===== src/rtl/fdc_pkg.sv =====
`timescale 1ns/1ps
package fdc_pkg;

  typedef enum logic [1:0] {
    ILEN_2  = 2'b00,
    ILEN_6  = 2'b01,
    ILEN_10 = 2'b10,
    ILEN_RS = 2'b11
  } ilen_e;

  // byte count of an instruction length code; the reserved code counts as 2
  function automatic logic [3:0] len_bytes(input logic [1:0] code);
    logic [3:0] b;
    case (ilen_e'(code))
      ILEN_6:  b = 4'd6;
      ILEN_10: b = 4'd10;
      default: b = 4'd2;
    endcase
    return b;
  endfunction

endpackage


===== src/rtl/fdc_nextpc.sv =====
`timescale 1ns/1ps
// Forms the predicted and alternate addresses of an entry at fill time.
module fdc_nextpc #(
  parameter int AW = 16
) (
  input  logic [AW-1:0] pc,
  input  logic [1:0]    len,
  input  logic          folded,
  input  logic [1:0]    br_len,
  input  logic          pred,
  input  logic [AW-1:0] target,
  output logic          pred_eff,
  output logic [AW-1:0] next_pc,
  output logic [AW-1:0] alt_pc
);
  import fdc_pkg::*;

  localparam int PADW = AW - 4;

  logic [3:0]    own_bytes;
  logic [3:0]    br_bytes;
  logic [AW-1:0] fall_pc;

  always_comb begin
    own_bytes = len_bytes(len);
    br_bytes  = folded ? len_bytes(br_len) : 4'd0;
    fall_pc   = pc + {{PADW{1'b0}}, own_bytes} + {{PADW{1'b0}}, br_bytes};
    pred_eff  = folded & pred;
    if (!folded) begin
      next_pc = fall_pc;
      alt_pc  = fall_pc;
    end else if (pred) begin
      next_pc = target;
      alt_pc  = fall_pc;
    end else begin
      next_pc = fall_pc;
      alt_pc  = target;
    end
  end

endmodule


===== src/rtl/fdc_store.sv =====
`timescale 1ns/1ps
// Direct-mapped entry array: valid and tag per slot, one write and one read port.
module fdc_store #(
  parameter int AW      = 16,
  parameter int OPW     = 32,
  parameter int ENTRIES = 32
) (
  input  logic           clk,
  input  logic           rst_n,
  input  logic           inval,
  input  logic           wr_en,
  input  logic [AW-1:0]  wr_pc,
  input  logic [OPW-1:0] wr_op,
  input  logic           wr_folded,
  input  logic           wr_pred,
  input  logic [AW-1:0]  wr_next,
  input  logic [AW-1:0]  wr_alt,
  input  logic [AW-1:0]  rd_pc,
  output logic           rd_hit,
  output logic [OPW-1:0] rd_op,
  output logic           rd_folded,
  output logic           rd_pred,
  output logic [AW-1:0]  rd_next,
  output logic [AW-1:0]  rd_alt
);
  localparam int IDXW = $clog2(ENTRIES);
  localparam int TAGW = AW - IDXW - 1;

  logic [ENTRIES-1:0] valid_q;
  logic [TAGW-1:0]    tag_q    [ENTRIES];
  logic [OPW-1:0]     op_q     [ENTRIES];
  logic               folded_q [ENTRIES];
  logic               pred_q   [ENTRIES];
  logic [AW-1:0]      next_q   [ENTRIES];
  logic [AW-1:0]      alt_q    [ENTRIES];

  logic [IDXW-1:0] w_idx, r_idx;
  logic [TAGW-1:0] w_tag, r_tag;
  logic            unused_lsb;

  assign w_idx      = wr_pc[IDXW:1];
  assign w_tag      = wr_pc[AW-1:IDXW+1];
  assign r_idx      = rd_pc[IDXW:1];
  assign r_tag      = rd_pc[AW-1:IDXW+1];
  assign unused_lsb = wr_pc[0] ^ rd_pc[0];

  for (genvar g = 0; g < ENTRIES; g++) begin : g_valid
    always_ff @(posedge clk) begin
      if (!rst_n)                                 valid_q[g] <= 1'b0;
      else if (inval)                             valid_q[g] <= 1'b0;
      else if (wr_en && w_idx == IDXW'(g))        valid_q[g] <= 1'b1;
    end
  end

  always_ff @(posedge clk) begin
    if (wr_en && !inval) begin
      tag_q[w_idx]    <= w_tag;
      op_q[w_idx]     <= wr_op;
      folded_q[w_idx] <= wr_folded;
      pred_q[w_idx]   <= wr_pred;
      next_q[w_idx]   <= wr_next;
      alt_q[w_idx]    <= wr_alt;
    end
  end

  always_comb begin
    rd_hit    = valid_q[r_idx] && (tag_q[r_idx] == r_tag);
    rd_op     = op_q[r_idx];
    rd_folded = folded_q[r_idx];
    rd_pred   = pred_q[r_idx];
    rd_next   = next_q[r_idx];
    rd_alt    = alt_q[r_idx];
  end

endmodule


===== src/rtl/fdc_issue.sv =====
`timescale 1ns/1ps
// Fetch address register and issue register with squash on mispredict.
module fdc_issue #(
  parameter int            AW       = 16,
  parameter int            OPW      = 32,
  parameter logic [AW-1:0] START_PC = AW'('h0100)
) (
  input  logic           clk,
  input  logic           rst_n,
  input  logic           hit,
  input  logic [OPW-1:0] hit_op,
  input  logic           hit_folded,
  input  logic           hit_pred,
  input  logic [AW-1:0]  hit_next,
  input  logic [AW-1:0]  hit_alt,
  input  logic           mispredict,
  input  logic [AW-1:0]  redirect_pc,
  input  logic           iss_ready,
  output logic [AW-1:0]  lookup_pc,
  output logic           iss_valid,
  output logic [AW-1:0]  iss_pc,
  output logic [OPW-1:0] iss_op,
  output logic           iss_folded,
  output logic           iss_pred,
  output logic [AW-1:0]  iss_next_pc,
  output logic [AW-1:0]  iss_alt_pc
);
  logic [AW-1:0] fetch_q;
  logic          out_v_q;
  logic          slot_free;
  logic          take;

  assign slot_free = !out_v_q || iss_ready;
  assign take      = hit && slot_free && !mispredict;
  assign lookup_pc = fetch_q;
  assign iss_valid = out_v_q;

  always_ff @(posedge clk) begin
    if (!rst_n) begin
      fetch_q <= START_PC;
      out_v_q <= 1'b0;
    end else if (mispredict) begin
      fetch_q <= redirect_pc;
      out_v_q <= 1'b0;
    end else if (take) begin
      fetch_q <= hit_next;
      out_v_q <= 1'b1;
    end else if (iss_ready) begin
      out_v_q <= 1'b0;
    end
  end

  always_ff @(posedge clk) begin
    if (take) begin
      iss_pc      <= fetch_q;
      iss_op      <= hit_op;
      iss_folded  <= hit_folded;
      iss_pred    <= hit_pred;
      iss_next_pc <= hit_next;
      iss_alt_pc  <= hit_alt;
    end
  end

endmodule


===== src/rtl/fold_dcache.sv =====
`timescale 1ns/1ps
module fold_dcache #(
  parameter int            AW       = 16,
  parameter int            OPW      = 32,
  parameter int            ENTRIES  = 32,
  parameter logic [AW-1:0] START_PC = AW'('h0100)
) (
  input  logic           clk,
  input  logic           rst_n,
  input  logic           fill_valid,
  output logic           fill_ready,
  input  logic [AW-1:0]  fill_pc,
  input  logic [OPW-1:0] fill_op,
  input  logic [1:0]     fill_len,
  input  logic           fill_folded,
  input  logic [1:0]     fill_br_len,
  input  logic           fill_pred,
  input  logic [AW-1:0]  fill_target,
  output logic           miss_req,
  output logic [AW-1:0]  miss_pc,
  output logic           iss_valid,
  input  logic           iss_ready,
  output logic [AW-1:0]  iss_pc,
  output logic [OPW-1:0] iss_op,
  output logic           iss_folded,
  output logic           iss_pred,
  output logic [AW-1:0]  iss_next_pc,
  output logic [AW-1:0]  iss_alt_pc,
  input  logic           mispredict,
  input  logic [AW-1:0]  redirect_pc,
  input  logic           inval_all
);
  logic           fill_we;
  logic           w_pred;
  logic [AW-1:0]  w_next, w_alt;
  logic [AW-1:0]  lookup_pc;
  logic           r_hit, r_folded, r_pred;
  logic [OPW-1:0] r_op;
  logic [AW-1:0]  r_next, r_alt;

  assign fill_ready = !inval_all;
  assign fill_we    = fill_valid && fill_ready;
  assign miss_req   = !r_hit;
  assign miss_pc    = lookup_pc;

  fdc_nextpc #(.AW(AW)) u_nextpc (
    .pc       (fill_pc),
    .len      (fill_len),
    .folded   (fill_folded),
    .br_len   (fill_br_len),
    .pred     (fill_pred),
    .target   (fill_target),
    .pred_eff (w_pred),
    .next_pc  (w_next),
    .alt_pc   (w_alt)
  );

  fdc_store #(.AW(AW), .OPW(OPW), .ENTRIES(ENTRIES)) u_store (
    .clk       (clk),
    .rst_n     (rst_n),
    .inval     (inval_all),
    .wr_en     (fill_we),
    .wr_pc     (fill_pc),
    .wr_op     (fill_op),
    .wr_folded (fill_folded),
    .wr_pred   (w_pred),
    .wr_next   (w_next),
    .wr_alt    (w_alt),
    .rd_pc     (lookup_pc),
    .rd_hit    (r_hit),
    .rd_op     (r_op),
    .rd_folded (r_folded),
    .rd_pred   (r_pred),
    .rd_next   (r_next),
    .rd_alt    (r_alt)
  );

  fdc_issue #(.AW(AW), .OPW(OPW), .START_PC(START_PC)) u_issue (
    .clk         (clk),
    .rst_n       (rst_n),
    .hit         (r_hit),
    .hit_op      (r_op),
    .hit_folded  (r_folded),
    .hit_pred    (r_pred),
    .hit_next    (r_next),
    .hit_alt     (r_alt),
    .mispredict  (mispredict),
    .redirect_pc (redirect_pc),
    .iss_ready   (iss_ready),
    .lookup_pc   (lookup_pc),
    .iss_valid   (iss_valid),
    .iss_pc      (iss_pc),
    .iss_op      (iss_op),
    .iss_folded  (iss_folded),
    .iss_pred    (iss_pred),
    .iss_next_pc (iss_next_pc),
    .iss_alt_pc  (iss_alt_pc)
  );

endmodule


===== config.mk =====
export PLATFORM = sky130hd
export DESIGN_NAME = fold_dcache
export DESIGN_NICKNAME = d
export VERILOG_FILES = /design/src/rtl/fdc_pkg.sv /design/src/rtl/fdc_nextpc.sv /design/src/rtl/fdc_store.sv /design/src/rtl/fdc_issue.sv /design/src/rtl/fold_dcache.sv
export SDC_FILE = /design/constraint.sdc
export NUM_CORES = 2
export LEC_CHECK = 0
export CORE_UTILIZATION = 46
export DETAILED_ROUTE_END_ITERATION = 10
export HOLD_SLACK_MARGIN = 0.15
export SLEW_MARGIN = 10
export SYNTH_ARGS = -nofsm -noshare
export SYNTH_HDL_FRONTEND = slang
export SYNTH_SLANG_ARGS = --single-unit

===== constraint.sdc =====
create_clock -name clk -period 10.25 [get_ports clk]
set_clock_uncertainty 0.2 [all_clocks]
set_input_delay 1.025 -clock clk [delete_from_list [all_inputs] [get_ports clk]]
set_output_delay 1.025 -clock clk [all_outputs]
set_load 0.02 [all_outputs]

After elaboration in Yosys (flattened, before gate mapping)
Memories as Yosys holds them, arrays and structs flattened. A register that Yosys moved wholly into a read port is not among the register bits.
Index checks and enable logic that the tools add are counted.
{"block": "classes", "n_addsub": 2, "magnitude_cmp": 1, "n_eq_ne": 36, "mux": 19, "bitwise": 2, "reduce_logical": 47}
{"cell": "two-way mux 16 bit", "n": 6}
{"cell": "== test 5 bit (second input constant)", "n": 16}
{"cell": "== test 5 x 4 -> 1 bit (second input constant)", "n": 8}
{"cell": "logical AND 1 bit", "n": 37}
{"cell": "adder 16 x 4 -> 16 bit", "n": 2}
{"cell": "== test 5 x 3 -> 1 bit (second input constant)", "n": 4}
{"cell": "two-way mux 5 bit", "n": 4}
{"cell": "one-hot mux 4 bit (2 select lines)", "n": 2}
{"cell": "== test 10 bit", "n": 1}
{"cell": "== test 5 x 2 -> 1 bit (second input constant)", "n": 2}
{"cell": "< comparator 5 x 6 -> 1 bit (second input constant)", "n": 1}
{"cell": "binary-select mux 1 bit (select 5 bit)", "n": 1}
{"cell": "== test 5 x 1 -> 1 bit (second input constant)", "n": 1}
{"cell": "logical NOT 5 bit", "n": 1}
{"cell": "two-way mux 1 bit", "n": 5}
{"cell": "== test 2 x 1 -> 1 bit (second input constant)", "n": 2}
{"cell": "== test 2 bit (second input constant)", "n": 2}
{"cell": "logical NOT 1 bit", "n": 4}
{"cell": "two-way mux 4 bit", "n": 1}
{"cell": "nonzero test 2 bit", "n": 2}
{"cell": "OR reduction 2 bit", "n": 2}
{"cell": "bitwise AND 1 bit", "n": 1}
{"cell": "logical OR 1 bit", "n": 1}
{"cell": "inverter 1 bit", "n": 1}
{"block": "totals", "ff_bits": 81, "ram_bits": 2432, "input_bits": 92, "out_inout_bits": 101, "wordCells": 149, "n_memories": 6}
{"memory": "u_store.op_q", "depth": 32, "word_bits": 32, "read_ports": 1, "rd_ports_with_merged_regs": 1, "write_ports": 1, "line_no": "fdc_store.sv:31", "text": "logic [OPW-1:0] op_q [ENTRIES];"}
{"memory": "u_store.alt_q", "depth": 32, "word_bits": 16, "read_ports": 1, "rd_ports_with_merged_regs": 1, "write_ports": 1, "line_no": "fdc_store.sv:35", "text": "logic [AW-1:0] alt_q [ENTRIES];"}
{"memory": "u_store.next_q", "depth": 32, "word_bits": 16, "read_ports": 1, "rd_ports_with_merged_regs": 1, "write_ports": 1, "line_no": "fdc_store.sv:34", "text": "logic [AW-1:0] next_q [ENTRIES];"}
{"memory": "u_store.tag_q", "depth": 32, "word_bits": 10, "read_ports": 1, "rd_ports_with_merged_regs": 1, "write_ports": 1, "line_no": "fdc_store.sv:30", "text": "logic [TAGW-1:0] tag_q [ENTRIES];"}
{"memory": "u_store.folded_q", "depth": 32, "word_bits": 1, "read_ports": 1, "rd_ports_with_merged_regs": 1, "write_ports": 1, "line_no": "fdc_store.sv:32", "text": "logic folded_q [ENTRIES];"}
{"memory": "u_store.pred_q", "depth": 32, "word_bits": 1, "read_ports": 1, "rd_ports_with_merged_regs": 1, "write_ports": 1, "line_no": "fdc_store.sv:33", "text": "logic pred_q [ENTRIES];"}

Depth between registers and ports, before layout
{"block": "logic_depth", "word_depth": 9, "mapped_depth": 13, "mapped_depth_nobuf": 10}

Modules after synthesis
Synthesis repeated with hierarchy kept, for this count alone.
{"block": "hier_totals", "hier_cells": 4215, "hier_area_um2": 97974.0}
{"module": "fdc_store", "n_inst": 1, "cells_per_inst": 3905, "area_per_inst_um2": 93810.0, "seq_area_each_um2": 73670.7}
{"module": "fdc_issue", "n_inst": 1, "cells_per_inst": 176, "area_per_inst_um2": 3367.0, "seq_area_each_um2": 2802.7}
{"module": "fdc_nextpc", "n_inst": 1, "cells_per_inst": 131, "area_per_inst_um2": 783.3, "seq_area_each_um2": 0.0}
{"module": "fold_dcache", "n_inst": 1, "cells_per_inst": 3, "area_per_inst_um2": 13.8, "seq_area_each_um2": 0.0}

Least setup slack after synthesis
OpenSTA, ideal clock, no wires.
{"block": "synth_timing", "path_kind": "input to register", "from": "in fill_pc[5]", "to": "mem u_store.alt_q[20][0], enable pin", "setup_time_ps": 512, "arrival_ps": 4810, "required_time_ps": 9538, "setup_slack_ps": 4727, "path_stages": 4, "path_buffers": 1, "path_cell_list": "clkbuf_1 > nor2b_1 > nand2_1 > nor2_1"}
{"element": "from (decl)", "line_no": "fold_dcache.sv:12", "text": "input logic [AW-1:0] fill_pc,"}
{"element": "to (decl)", "line_no": "fdc_store.sv:35"}
Straight into the memory's write port.

==> summary.txt <==
STA
  • Fin crit share: 0.706
  • Final TNS setup: 0 ns
  • Final Setup Violations: 0
  • Top achievable clock speed: 138 MHz
  • Setup repair after global routing missed its margin: no
  • Tightest Pin Transition: between 1 and 1.5 ns
  • Pins Over Slew Limit: 0
  • Crit path time final: 7.23 ns
  • Fin. Hold Viols: 0
  • Worst setup margin: slightly above 3 ns
  • Max transition margin: 0.139

Logic synthesis
  • Post-synth EDFFs: 2,514
  • Post-synthesis sequential area ratio: 0.784
  • Yosys top cell by area: edfxtp_1
  • Yosys warns: 0
  • Register bit total from synthesis: approximately 2,600
  • Syn_nets: 4,206
  • Commonest cells post-synth: 2,514 x edfxtp_1, 687 x mux4_2, 128 x clkbuf_1
  • Ys flop type: edfxtp_1
  • Synth cell types: 53
  • Ranking of synthesized cells by area: edfxtp_1 77%, mux4_2 16%, dfxtp_1 1.1%
  • Mapped Cells: about 4,100
  • Synthesized area per cell: 23.8 µm²
  • Synthesized area: 97,600 µm²
  • Post-synth top area share: 0.773
  • Ys async rst share: 0
  • Most frequent cell after synthesis: edfxtp_1

Final layout
  • Area delta synth->final: 15.1%
  • Post-route cell area: between 100,000 and 150,000 µm²
  • Layout cells sized above 1: 0.286
  • Final #Nets: approximately 4,600
  • Fill cell count: 15,900

Worst setup path
  • Setup crit start kind: register
  • Worst Path Max Fanout: 54
  • WP data arrival: between 7 and 8 ns
  • Reg2Reg Setup Slack: 3.02 ns
  • CP Capture Type: register
  • Req. time, crit path: 10.58 ns
  • WS Path Type: register to register
  • Worst Reg-to-Reg Cells: 11
  • Worst R2R End: u_issue.iss_op[7]

Global routing
  • Initial antenna violation count: 13
  • Largest net degree at the start of global routing: between 100 and 150
  • Overall routing resource usage: 0.236
  • Vias in the first global route: 47,400
  • First-pass GRT wire length: around 360,000 µm
  • Congestion Overflow GR: 0

Routing
  • WL/cell: around 34 µm
  • Vias per cell: 6.11
  • Pre-antenna DRT Iters: 5
  • Vias: 45,900
  • Final wirelength: 253,000 µm
  • Routed Antenna Nets: 0
  • Post-route DRC: 0
  • Number of DRC markers in iteration 0: 5,195

Clocking
  • Max Root-Sink Buffers: 4
  • Post-CTS Resized: 0
  • CTS H-tree depth: 5
  • CTS tree: built
  • Clk sink count: 2,568
  • CTS buffer count: 282
  • Worst-Skew Late Latency: 0.93 ns
  • Hold_buf cts: 0
  • Clock slew at reported path FFs: 0.06 ns
  • Root Driver: clkbuf_16
  • Post-CTS Setup Inserts: 0

Power and ir drop
  • Leakage: approximately 0.035 µW
  • Power per cell area: 202 nW/µm²
  • Max IR drop VDD: 0.187 mV

Place
  • HPWL after DPL: 127,000 µm
  • Pre-CTS setup slack: 2.92 ns
  • DP Area: 104,000 µm²
  • RePlAce Congestion: approximately 0.80
  • Buffers on Ports: 192

Hold path
  • Hold Path Class: register to register
  • Hold Path Depth: 1
  • Sink of the worst hold path: u_store.valid_q[28]
  • Hold Startpoint: u_store.valid_q[28]

Die
  • Die Wd: 463 µm
  • Die Y: about 460 µm
  • Core Region: 210,000 µm²
  • Initial Util: 0.465
  • Row cnt: 168
  • Die area: 214,000 µm²
  • Boundary Pins: 193

Outcome
  • Status: completed

Job
  • Max cap viols: 0
## where the power goes
group / leakage, µW / internal, µW / switching, µW
clock network: 0.00420 / 5660 / 3960
logic: 0.00717 / 533 / 774
registers: 0.0232 / 11700 / 48.9
total: 0.0346 / 17900 / 4780
## worst max-delay path by stage
stage | startpoint | endpoint | slack [ns]
finish | register | u_issue.iss_op[7] | 3.02
global route | register | u_issue.iss_op[8] | 2.44
CTS | register | u_issue.iss_op[8] | 2.93
detailed placement | register | u_issue.iss_op[11] | 2.92
global placement | register | u_issue.iss_op[11] | 3.10
floorplan | fill_pc[5] | u_store.alt_q[20][0] | 4.73
## metrics by stage
step / utilization / total power [µW] / hold WS [ns] / std cells
3_5_place_dp: 0.493 / 13300 / 0.248 / 7031
3_3_place_gp: 0.493 / 13300 / 0.241 / 7030
4_1_cts: 0.535 / 22900 / 0.262 / 7508
5_1_grt: 0.535 / 23300 / 0.277 / 7510
2_1_floorplan: - / 12800 / 0.235 / 4107
6_report: 0.535 / 22700 / 0.260 / 7513
## cell type report
cell class	count	area, µm²	area share
Timing Repair Buffer	335	3130	0.0278
Antenna cell	5	12.5	0.000111
Clock buffer	348	7510	0.0668
Multi-Input combinational cell	1314	20500	0.182
Tap cell	2805	3510	0.0312
Clock inverter	129	1110	0.00987
Inverter	9	36.3	0.000323
Sequential cell	2568	76600	0.681
## worst max-delay path: stages, from the launching register on
cell and delay (ns):
dfxtp_4 0.71, buf_4 0.48, buf_4 0.74, mux4_2 0.45, o211ai_1 0.18, o21ai_0 0.16, a211oi_1 0.55, xnor2_1 0.15
nor2_2 0.55, and3_1 0.76, and2_4 0.85, buf_4 0.84
## state kept, by name (all words and copies together), names as in the netlist, 32 cells and up, named ones only
| signal | flops |
|---|---|
| u_store.next_q | 512 |
| u_store.pred_q | 32 |
| u_store.folded_q | 32 |
| u_store.op_q | 1024 |
| u_issue.iss_op | 32 |
| u_store.alt_q | 512 |
| u_store.tag_q | 320 |
| u_store.valid_q | 32 |
## logic make-up (layout without fill, tap and decap cells)
logic type      Yosys count  in the layout  share of synthesized area
compound gates          216            216                     0.0157
mux                     859            859                      0.177
simple gates            211            211                     0.0100
other cells               0              5                          0
buf+inv                 225            821                     0.0102
xor+xnor                 21             21                    0.00188
fa+ha+maj                 7              7                    0.00113
flops                  2568           2568                      0.784
## cell usage in the layout, fill, tap and decap left out, types with 19 or more instances in the layout
cell type and instances:
a22oi_1 28, clkbuf_16 290, edfxtp_1 2514, clkbuf_1 54
nor2_4 32, clkinv_2 33, mux4_2 687, mux2i_1 103
a211oi_1 23, o21a_1 32, clkinv_1 60, buf_4 132
nand2_1 56, nor2_1 54, a21oi_1 20, dfxtp_1 46
bufinv_16 19, o21ai_0 21, mux2_2 69, clkdlybuf4s50_1 191
## metal layers
layer,share of wire,wire length (µm),global-route usage,up-vias
li1,-,-,-,18500
met1,0.41,104000,0.327,25300
met2,0.50,127000,0.392,1754
met3,0.061,15400,0.0351,371
met4,0.026,6680,0.0671,2
met5,0.000047,12,0,-
(Power assumes the default switching activity.)
